==> config.mk <==
export PLATFORM = sky130hd
export DESIGN_NAME = txcw_loader
export DESIGN_NICKNAME = d
export VERILOG_FILES = /design/src/rtl/txcw_pkg.sv /design/src/rtl/txcw_fifo.sv /design/src/rtl/txcw_engine.sv /design/src/rtl/txcw_loader.sv
export SDC_FILE = /design/constraint.sdc
export NUM_CORES = 2
export LEC_CHECK = 0
export CAP_MARGIN = 40
export CORE_ASPECT_RATIO = 1.75
export CORE_MARGIN = 2
export CORE_UTILIZATION = 25
export CTS_CLUSTER_DIAMETER = 120
export DETAILED_ROUTE_END_ITERATION = 8
export DONT_BUFFER_PORTS = 1
export PLACE_DENSITY_LB_ADDON = 0.1
export RECOVER_POWER = 100
export SETUP_SLACK_MARGIN = 0.02
export SYNTH_ARGS = -nofsm -noshare
export SYNTH_HDL_FRONTEND = slang
export SYNTH_SLANG_ARGS = --single-unit
==> constraint.sdc <==
create_clock -name clk -period 6.7 [get_ports clk]
set_input_delay 2.01 -clock clk [delete_from_list [all_inputs] [get_ports clk]]
set_output_delay 2.01 -clock clk [all_outputs]
set_load 0.1 [all_outputs]
==> src/rtl/txcw_pkg.sv <==
package txcw_pkg;

  typedef enum logic [1:0] {
    ST_CMDA = 2'd0,
    ST_CMDB = 2'd1,
    ST_PAY  = 2'd2,
    ST_DONE = 2'd3
  } eng_state_t;

  function automatic logic [10:0] ctl_count(input logic [31:0] a);
    return a[10:0];
  endfunction

  function automatic logic [4:0] ctl_offset(input logic [31:0] a);
    return a[20:16];
  endfunction

  function automatic logic ctl_first(input logic [31:0] a);
    return a[13];
  endfunction

  function automatic logic ctl_last(input logic [31:0] a);
    return a[12];
  endfunction

  // payload words a buffer occupies: (offset+count) rounded to the alignment granule
  function automatic logic [10:0] span_words(input logic [31:0] a);
    logic [12:0] raw;
    logic [12:0] msk;
    logic [12:0] rnd;
    raw = 13'(a[20:16]) + 13'(a[10:0]);
    case (a[25:24])
      2'd0:    msk = 13'd3;
      2'd1:    msk = 13'd15;
      2'd2:    msk = 13'd31;
      default: msk = 13'd63;
    endcase
    rnd = (raw + msk) & ~msk;
    return rnd[12:2];
  endfunction

endpackage

==> src/rtl/txcw_fifo.sv <==
module txcw_fifo #(
  parameter int W     = 32,
  parameter int DEPTH = 16,
  localparam int AW   = (DEPTH > 1) ? $clog2(DEPTH) : 1,
  localparam int CW   = $clog2(DEPTH + 1)
) (
  input  logic          clk,
  input  logic          rst_n,
  input  logic          flush,
  input  logic          push,
  input  logic [W-1:0]  din,
  input  logic          pop,
  output logic [W-1:0]  dout,
  output logic [CW-1:0] count
);
  logic [W-1:0]  mem [DEPTH];
  logic [AW-1:0] wr_ptr, rd_ptr;
  logic          do_push, do_pop;

  assign do_push = push && (count != CW'(DEPTH));
  assign do_pop  = pop && (count != '0);
  assign dout    = mem[rd_ptr];

  always_ff @(posedge clk) begin
    if (do_push && !flush) mem[wr_ptr] <= din;
  end

  always_ff @(posedge clk) begin
    if (!rst_n || flush) begin
      wr_ptr <= '0;
      rd_ptr <= '0;
      count  <= '0;
    end else begin
      if (do_push) wr_ptr <= (wr_ptr == AW'(DEPTH - 1)) ? '0 : wr_ptr + 1'b1;
      if (do_pop)  rd_ptr <= (rd_ptr == AW'(DEPTH - 1)) ? '0 : rd_ptr + 1'b1;
      count <= count + CW'(do_push) - CW'(do_pop);
    end
  end
endmodule

==> src/rtl/txcw_engine.sv <==
module txcw_engine
  import txcw_pkg::*;
(
  input  logic        clk,
  input  logic        rst_n,
  input  logic        abort,
  input  logic        tx_en,
  input  logic [31:0] head,
  input  logic        empty,
  output logic        pop,
  output logic [7:0]  m_tdata,
  output logic        m_tvalid,
  input  logic        m_tready,
  output logic        m_tlast,
  input  logic        sts_full,
  output logic        sts_push,
  output logic [31:0] sts_word,
  output logic        idle
);
  eng_state_t  state;
  logic [31:0] cmd_a;
  logic [15:0] tag;
  logic [10:0] pkt_len;
  logic [10:0] words_left;
  logic [12:0] byte_idx;
  logic [15:0] acc;

  logic [12:0] first_b, end_b;
  logic [1:0]  lane;
  logic        in_range, step, is_last;

  assign lane     = byte_idx[1:0];
  assign first_b  = 13'(ctl_offset(cmd_a));
  assign end_b    = first_b + 13'(ctl_count(cmd_a));
  assign in_range = (byte_idx >= first_b) && (byte_idx < end_b);
  assign is_last  = ctl_last(cmd_a);

  assign m_tvalid = (state == ST_PAY) && !empty && in_range;
  assign m_tdata  = head[8*lane +: 8];
  assign m_tlast  = m_tvalid && is_last && (byte_idx == end_b - 13'd1);
  assign step     = (state == ST_PAY) && !empty && (!in_range || m_tready);

  assign pop = ((state == ST_CMDA) && tx_en && !empty) ||
               ((state == ST_CMDB) && !empty) ||
               (step && (lane == 2'd3));

  assign sts_word = {tag, (acc != 16'(pkt_len)), 15'd0};
  assign sts_push = (state == ST_DONE) && is_last && !sts_full && !abort;
  assign idle     = (state == ST_CMDA);

  always_ff @(posedge clk) begin
    if (!rst_n || abort) begin
      state      <= ST_CMDA;
      cmd_a      <= '0;
      tag        <= '0;
      pkt_len    <= '0;
      words_left <= '0;
      byte_idx   <= '0;
      acc        <= '0;
    end else begin
      case (state)
        ST_CMDA: if (tx_en && !empty) begin
          cmd_a <= head;
          state <= ST_CMDB;
        end
        ST_CMDB: if (!empty) begin
          tag        <= head[31:16];
          pkt_len    <= head[10:0];
          acc        <= ctl_first(cmd_a) ? 16'(ctl_count(cmd_a))
                                         : acc + 16'(ctl_count(cmd_a));
          words_left <= span_words(cmd_a);
          byte_idx   <= '0;
          state      <= (span_words(cmd_a) == '0) ? ST_DONE : ST_PAY;
        end
        ST_PAY: if (step) begin
          byte_idx <= byte_idx + 13'd1;
          if (lane == 2'd3) begin
            words_left <= words_left - 11'd1;
            if (words_left == 11'd1) state <= ST_DONE;
          end
        end
        default: if (!is_last || !sts_full) state <= ST_CMDA;
      endcase
    end
  end
endmodule

==> src/rtl/txcw_loader.sv <==
module txcw_loader #(
  parameter int DATA_DEPTH = 64,
  parameter int STS_DEPTH  = 16,
  localparam int DCW       = $clog2(DATA_DEPTH + 1),
  localparam int SCW       = $clog2(STS_DEPTH + 1)
) (
  input  logic        clk,
  input  logic        rst_n,
  input  logic        wr_en,
  input  logic [31:0] wr_data,
  input  logic        tx_en,
  input  logic        flush_data,
  input  logic        flush_sts,
  output logic [31:0] fifo_info,
  output logic        overrun,
  output logic [31:0] sts_head,
  input  logic        sts_pop,
  output logic [7:0]  m_tdata,
  output logic        m_tvalid,
  input  logic        m_tready,
  output logic        m_tlast
);
  logic [DCW-1:0] dcount;
  logic [SCW-1:0] scount;
  logic [31:0]    dhead;
  logic           data_full, data_push, data_pop, ovr_evt;
  logic           sts_push, sts_full, eng_idle;
  logic [31:0]    sts_word;
  logic [DCW-1:0] free_words;

  assign data_full  = (dcount == DCW'(DATA_DEPTH));
  assign data_push  = wr_en && !data_full && !flush_data;
  assign ovr_evt    = wr_en && data_full && !flush_data;
  assign sts_full   = (scount == SCW'(STS_DEPTH));
  assign free_words = DCW'(DATA_DEPTH) - dcount;
  assign fifo_info  = {8'd0, 8'(scount), 16'(free_words) << 2};

  always_ff @(posedge clk) begin
    if (!rst_n || flush_data) overrun <= 1'b0;
    else if (ovr_evt)         overrun <= 1'b1;
  end

  txcw_fifo #(.W(32), .DEPTH(DATA_DEPTH)) u_data (
    .clk(clk), .rst_n(rst_n), .flush(flush_data),
    .push(data_push), .din(wr_data),
    .pop(data_pop), .dout(dhead), .count(dcount)
  );

  txcw_fifo #(.W(32), .DEPTH(STS_DEPTH)) u_sts (
    .clk(clk), .rst_n(rst_n), .flush(flush_sts),
    .push(sts_push), .din(sts_word),
    .pop(sts_pop), .dout(sts_head), .count(scount)
  );

  txcw_engine u_eng (
    .clk(clk), .rst_n(rst_n), .abort(flush_data), .tx_en(tx_en),
    .head(dhead), .empty(dcount == '0), .pop(data_pop),
    .m_tdata(m_tdata), .m_tvalid(m_tvalid), .m_tready(m_tready), .m_tlast(m_tlast),
    .sts_full(sts_full), .sts_push(sts_push), .sts_word(sts_word), .idle(eng_idle)
  );
endmodule

==> flow_results.xml <==
<?xml version="1.0" encoding="UTF-8"?>
<metrics>
  <group name="placement">
    <metric name="gp_congestion" unit="">0.7517</metric>
    <metric name="place.port_buffers" unit="">0</metric>
    <metric name="dp_hpwl" unit="um">187100</metric>
    <metric name="place_area" unit="um2">106200</metric>
  </group>
  <group name="cells_and_area">
    <metric name="cell_area_after_layout" unit="um2">112800</metric>
    <metric name="postLayoutCoreUtil" unit="%">29.22</metric>
    <metric name="growth_of_design_area_from_synthesis_to_finish" unit="%">16.48</metric>
    <metric name="finalNetCount" unit="">4892</metric>
    <metric name="layout_cells_sized_above_1" unit="%">28.83</metric>
  </group>
  <group name="setup_path">
    <metric name="critical_path_class" unit="">flip-flop to output port</metric>
    <metric name="worst_r2r_startpoint" unit="">u_data.count[0]</metric>
    <metric name="timing.reg2reg.worst_path_depth" unit="">12</metric>
    <metric name="crit_path_end_kind" unit="">output port</metric>
    <metric name="critical_path.startpoint_type" unit="">flip-flop</metric>
    <metric name="path_max_fanout" unit="">26</metric>
    <metric name="reg2reg_setup_slack" unit="ps">180</metric>
    <metric name="worstPathRequired" unit="ps">4690</metric>
    <metric name="worst_ep_arrival_time" unit="ps">4540</metric>
    <metric name="worst_r2r_endpoint" unit="">u_data.mem[5][29]</metric>
  </group>
  <group name="worst_hold_path">
    <metric name="worst_hold_path.endpoint" unit="">u_eng.pkt_len[10]</metric>
    <metric name="worst_hold_path_type" unit="">flip-flop to flip-flop</metric>
    <metric name="hp-start" unit="">u_eng.pkt_len[10]</metric>
    <metric name="worst_hold_path.num_cells" unit="">2</metric>
  </group>
  <group name="clock_network">
    <metric name="cts_inserted_buffers" unit="">236</metric>
    <metric name="clk_path_buf_depth" unit="">4</metric>
    <metric name="clock-root-buffer" unit="">clkbuf_16</metric>
    <metric name="clock-sinks" unit="">2452</metric>
    <metric name="cts.clk_slew.worst_paths" unit="ps">60</metric>
    <metric name="cts_htree_levels" unit="">4</metric>
    <metric name="tritoncts" unit="">built</metric>
    <metric name="worst_skew_pair.late_latency" unit="ps">930</metric>
  </group>
  <group name="synth">
    <metric name="synth_flop_cell" unit="">edfxtp_1</metric>
    <metric name="synthesis.area_per_instance" unit="um2">21.62</metric>
    <metric name="synth.distinct_cells" unit="">93</metric>
    <metric name="count_of_flip_flops_with_a_built_in_enable_after_synthesis" unit="">2320</metric>
    <metric name="yosys_warnings" unit="">0</metric>
    <metric name="synth_cells" unit="">4480</metric>
    <metric name="yosysSeqAreaShare" unit="%">74.66</metric>
    <metric name="synth_async_sr_flop_share" unit="%">0</metric>
    <metric name="synthesis.area" unit="um2">96860</metric>
    <metric name="yosys_register_bits" unit="">2452</metric>
  </group>
  <group name="timing">
    <metric name="timing.setup.tns" unit="ps">0</metric>
    <metric name="report.final.hold_viol_count" unit="">0</metric>
    <metric name="final_max_slew_viol_count" unit="">649</metric>
    <metric name="timing.fmax" unit="GHz">0.1528</metric>
    <metric name="timing.max_slew.rel_slack" unit="%">-51.16</metric>
    <metric name="timing.final.crit_period" unit="ps">6545</metric>
    <metric name="final-setup-viol-count" unit="">0</metric>
    <metric name="rsz0062_at_grt" unit="">true</metric>
    <metric name="worst_pin_slew" unit="ps">2262</metric>
    <metric name="worst_hold_slack" unit="ps">470.2</metric>
    <metric name="ratio_of_final_minimum_period_to_clock_period" unit="%">97.69</metric>
    <metric name="finClkSkew" unit="ps">47.04</metric>
  </group>
  <group name="global_routing">
    <metric name="first_global_vias" unit="">49811</metric>
    <metric name="groute.layer.met2.usage" unit="%">30.75</metric>
    <metric name="grt_antenna_before_repair" unit="">13</metric>
    <metric name="grt.busiest_layer" unit="">met2</metric>
    <metric name="global_route_wire_length_before_repair" unit="um">425800</metric>
    <metric name="groute.layer.met3.usage" unit="%">1.855</metric>
    <metric name="grt_use_total" unit="%">15.62</metric>
    <metric name="maximum_number_of_pins_on_one_net_before_global_route_repair" unit="">100</metric>
    <metric name="global_route.overflow_total" unit="">0</metric>
    <metric name="grtUsageMet1" unit="%">17.56</metric>
  </group>
  <group name="pwr">
    <metric name="pwr-share-comb" unit="%">13.8</metric>
    <metric name="p_total" unit="mW">34.81</metric>
    <metric name="cellPowerDensity" unit="nW/um2">308.6</metric>
    <metric name="total_leakage_power" unit="nW">33.58</metric>
    <metric name="netSwitchingFraction" unit="%">25.42</metric>
    <metric name="max-vdd-ir-drop" unit="V">0.0001983</metric>
    <metric name="power.net_switching" unit="mW">8.848</metric>
    <metric name="internal_power" unit="mW">25.96</metric>
    <metric name="clkPwrFrac" unit="%">37.4</metric>
    <metric name="share_seq_of_total_power" unit="%">48.8</metric>
  </group>
  <group name="routing">
    <metric name="first_pass_iters" unit="">5</metric>
    <metric name="avgRoutedWirePerCell" unit="um">30.50</metric>
    <metric name="postRouteAntennaNets" unit="">0</metric>
    <metric name="vias_per_cell" unit="">4.530</metric>
    <metric name="vias" unit="">45945</metric>
    <metric name="number_of_remaining_drc_errors" unit="">0</metric>
    <metric name="finalWirelength" unit="um">309300</metric>
    <metric name="first_iter_violations" unit="">3303</metric>
  </group>
  <group name="floorplan">
    <metric name="boundaryPins" unit="">115</metric>
    <metric name="die_w" unit="um">474.5</metric>
    <metric name="die-area" unit="um2">392600</metric>
    <metric name="die_y" unit="um">827.4</metric>
    <metric name="initial_core_util" unit="%">25.08</metric>
    <metric name="floorplan.core_area" unit="um2">386200</metric>
    <metric name="rows" unit="">302</metric>
  </group>
  <group name="outcome">
    <metric name="run_status" unit="">finished with violations</metric>
    <metric name="violated_checks" unit="">max-capacitance violations, max-slew violations</metric>
  </group>
  <group name="run">
    <metric name="drv.max_cap_violation_count" unit="">36</metric>
  </group>
</metrics>
cell usage in the layout, fill, tap and decap left out, types with 43 or more instances in the layout:
cell type | Yosys | layout
clkbuf_1 | 126 | 112
nor2_4 | 1 | 43
edfxtp_1 | 2320 | 2320
ha_1 | 66 | 63
nor2_1 | 161 | 117
clkinv_1 | 0 | 53
dfxtp_1 | 132 | 123
clkbuf_16 | 0 | 242
inv_1 | 61 | 61
mux4_2 | 755 | 755
a21oi_1 | 94 | 88
buf_4 | 39 | 101
clkbuf_2 | 2 | 70
nand2_1 | 163 | 163
buf_12 | 0 | 47
through the flow:
stage                     setup slack (ps)  cells
after global placement               676.7   9644
after floorplan                      20.78   4514
after CTS                           0.5573  10137
after global routing                -50.08  10139
final                                154.6  10143
after detailed placement             742.4   9694
worst max path at each step:
stage	from	endpoint	slack (ps)
floorplan	u_eng.cmd_a[0]	m_tlast	20
global placement	u_eng.cmd_a[0]	u_data.count[6]	680
detailed placement	flip-flop	m_tdata[1]	740
CTS	flip-flop	m_tdata[5]	0.6
global route	u_data.count[0]	u_data.mem[19][20]	-50
finish	flip-flop	m_tdata[0]	150
flip-flops by register name (all words and copies together), names as in the netlist, 4 cells and up, named ones only:
name and count:
u_data.count 7, u_eng.byte_idx 13, u_sts.count 5, u_eng.acc 16
u_data.rd_ptr 6, u_sts.mem 272, u_eng.tag 16, u_data.mem 2048
u_eng.pkt_len 11, u_data.wr_ptr 6, u_sts.wr_ptr 4, u_eng.cmd_a 20
u_sts.rd_ptr 4, u_eng.words_left 11
area by class of cell:
class / instances / area (um2)
multi-input combinational: 1734 / 23680
sequential: 2452 / 72340
timing repair buffer: 297 / 2932
inverter: 61 / 229.0
clock buffer: 321 / 6409
antenna: 5 / 12.51
fill: 37922 / 273400
tap: 5168 / 6466
clock inverter: 105 / 755.7
per-layer routing:
metal | routed length (um) | up-vias
li1 | - | 19253
met1 | 116300 | 25572
met2 | 176000 | 774
met3 | 9506 | 346
met4 | 7514 | 0
met5 | 0 | -
critical path, stage by stage (launching register included):
cell	delay (ps)
dfxtp_4	480
buf_16	250
buf_16	260
mux4_2	540
mux4_2	580
mux4_2	620
mux4_2	810
synthesized netlist by cell type (7+ instances only):
library cell	count	area, um2
edfxtp_1	2320	69670
mux4_2	755	17000
nand2_1	163	611.8
nor2_1	161	604.3
dfxtp_1	132	2643
clkbuf_1	126	473.0
a21oi_1	94	470.5
ha_1	66	825.8
inv_1	61	229.0
buf_2	57	285.3
buf_1	42	157.7
o21ai_0	40	200.2
buf_4	39	292.8
xnor2_1	38	332.8
nand3_1	32	160.2
mux2i_1	26	260.3
nor3_1	26	130.1
xor2_1	24	210.2
and3_1	23	143.9
and2_1	20	125.1
nor2b_1	13	81.33
mux2_2	11	123.9
nand2b_1	10	62.56
a211oi_1	9	67.56
a31oi_1	9	56.30
nand4_1	9	56.30
nor4_1	9	56.30
or3_1	9	56.30
a22o_1	8	70.07
a21o_1	7	52.55
o211ai_1	7	52.55
logic make-up (layout without fill, tap and decap cells):
family	after synthesis	in the layout	synth area share, %
xor gates and xnor gates	63	63	0.5774
AOI/OAI and AO/OA	255	255	1.823
adders and majority gates	71	71	0.9456
buffers and inverters	328	784	1.506
other	1	40	0.003872
and+or+nand+nor	517	517	2.522
muxes	793	793	17.97
DFF	2452	2452	74.66
power groups by stage:
stage                     registers, mW  logic [mW]  clock network [mW]
after floorplan                    17.3        3.25                   0
final                              17.0        4.82                13.0
after CTS                          17.0        4.99                13.5
after detailed placement           17.3        4.83                   0
after global routing               17.0        5.17                14.0
after global placement             17.4        4.64                   0
timing repair:
| item | in CTS | in global routing |
|---|---|---|
| pin swaps | 3 | 2 |
| cloned | 4 | 1 |
| hold buffers | 0 | 0 |
| buffers inserted | 13 | 0 |
| hold endpoints to repair | 0 | 0 |
| resized for setup | 16 | 6 |
| setup endpoints to repair | 9 | 3 |
(Power assumes the default switching activity.)
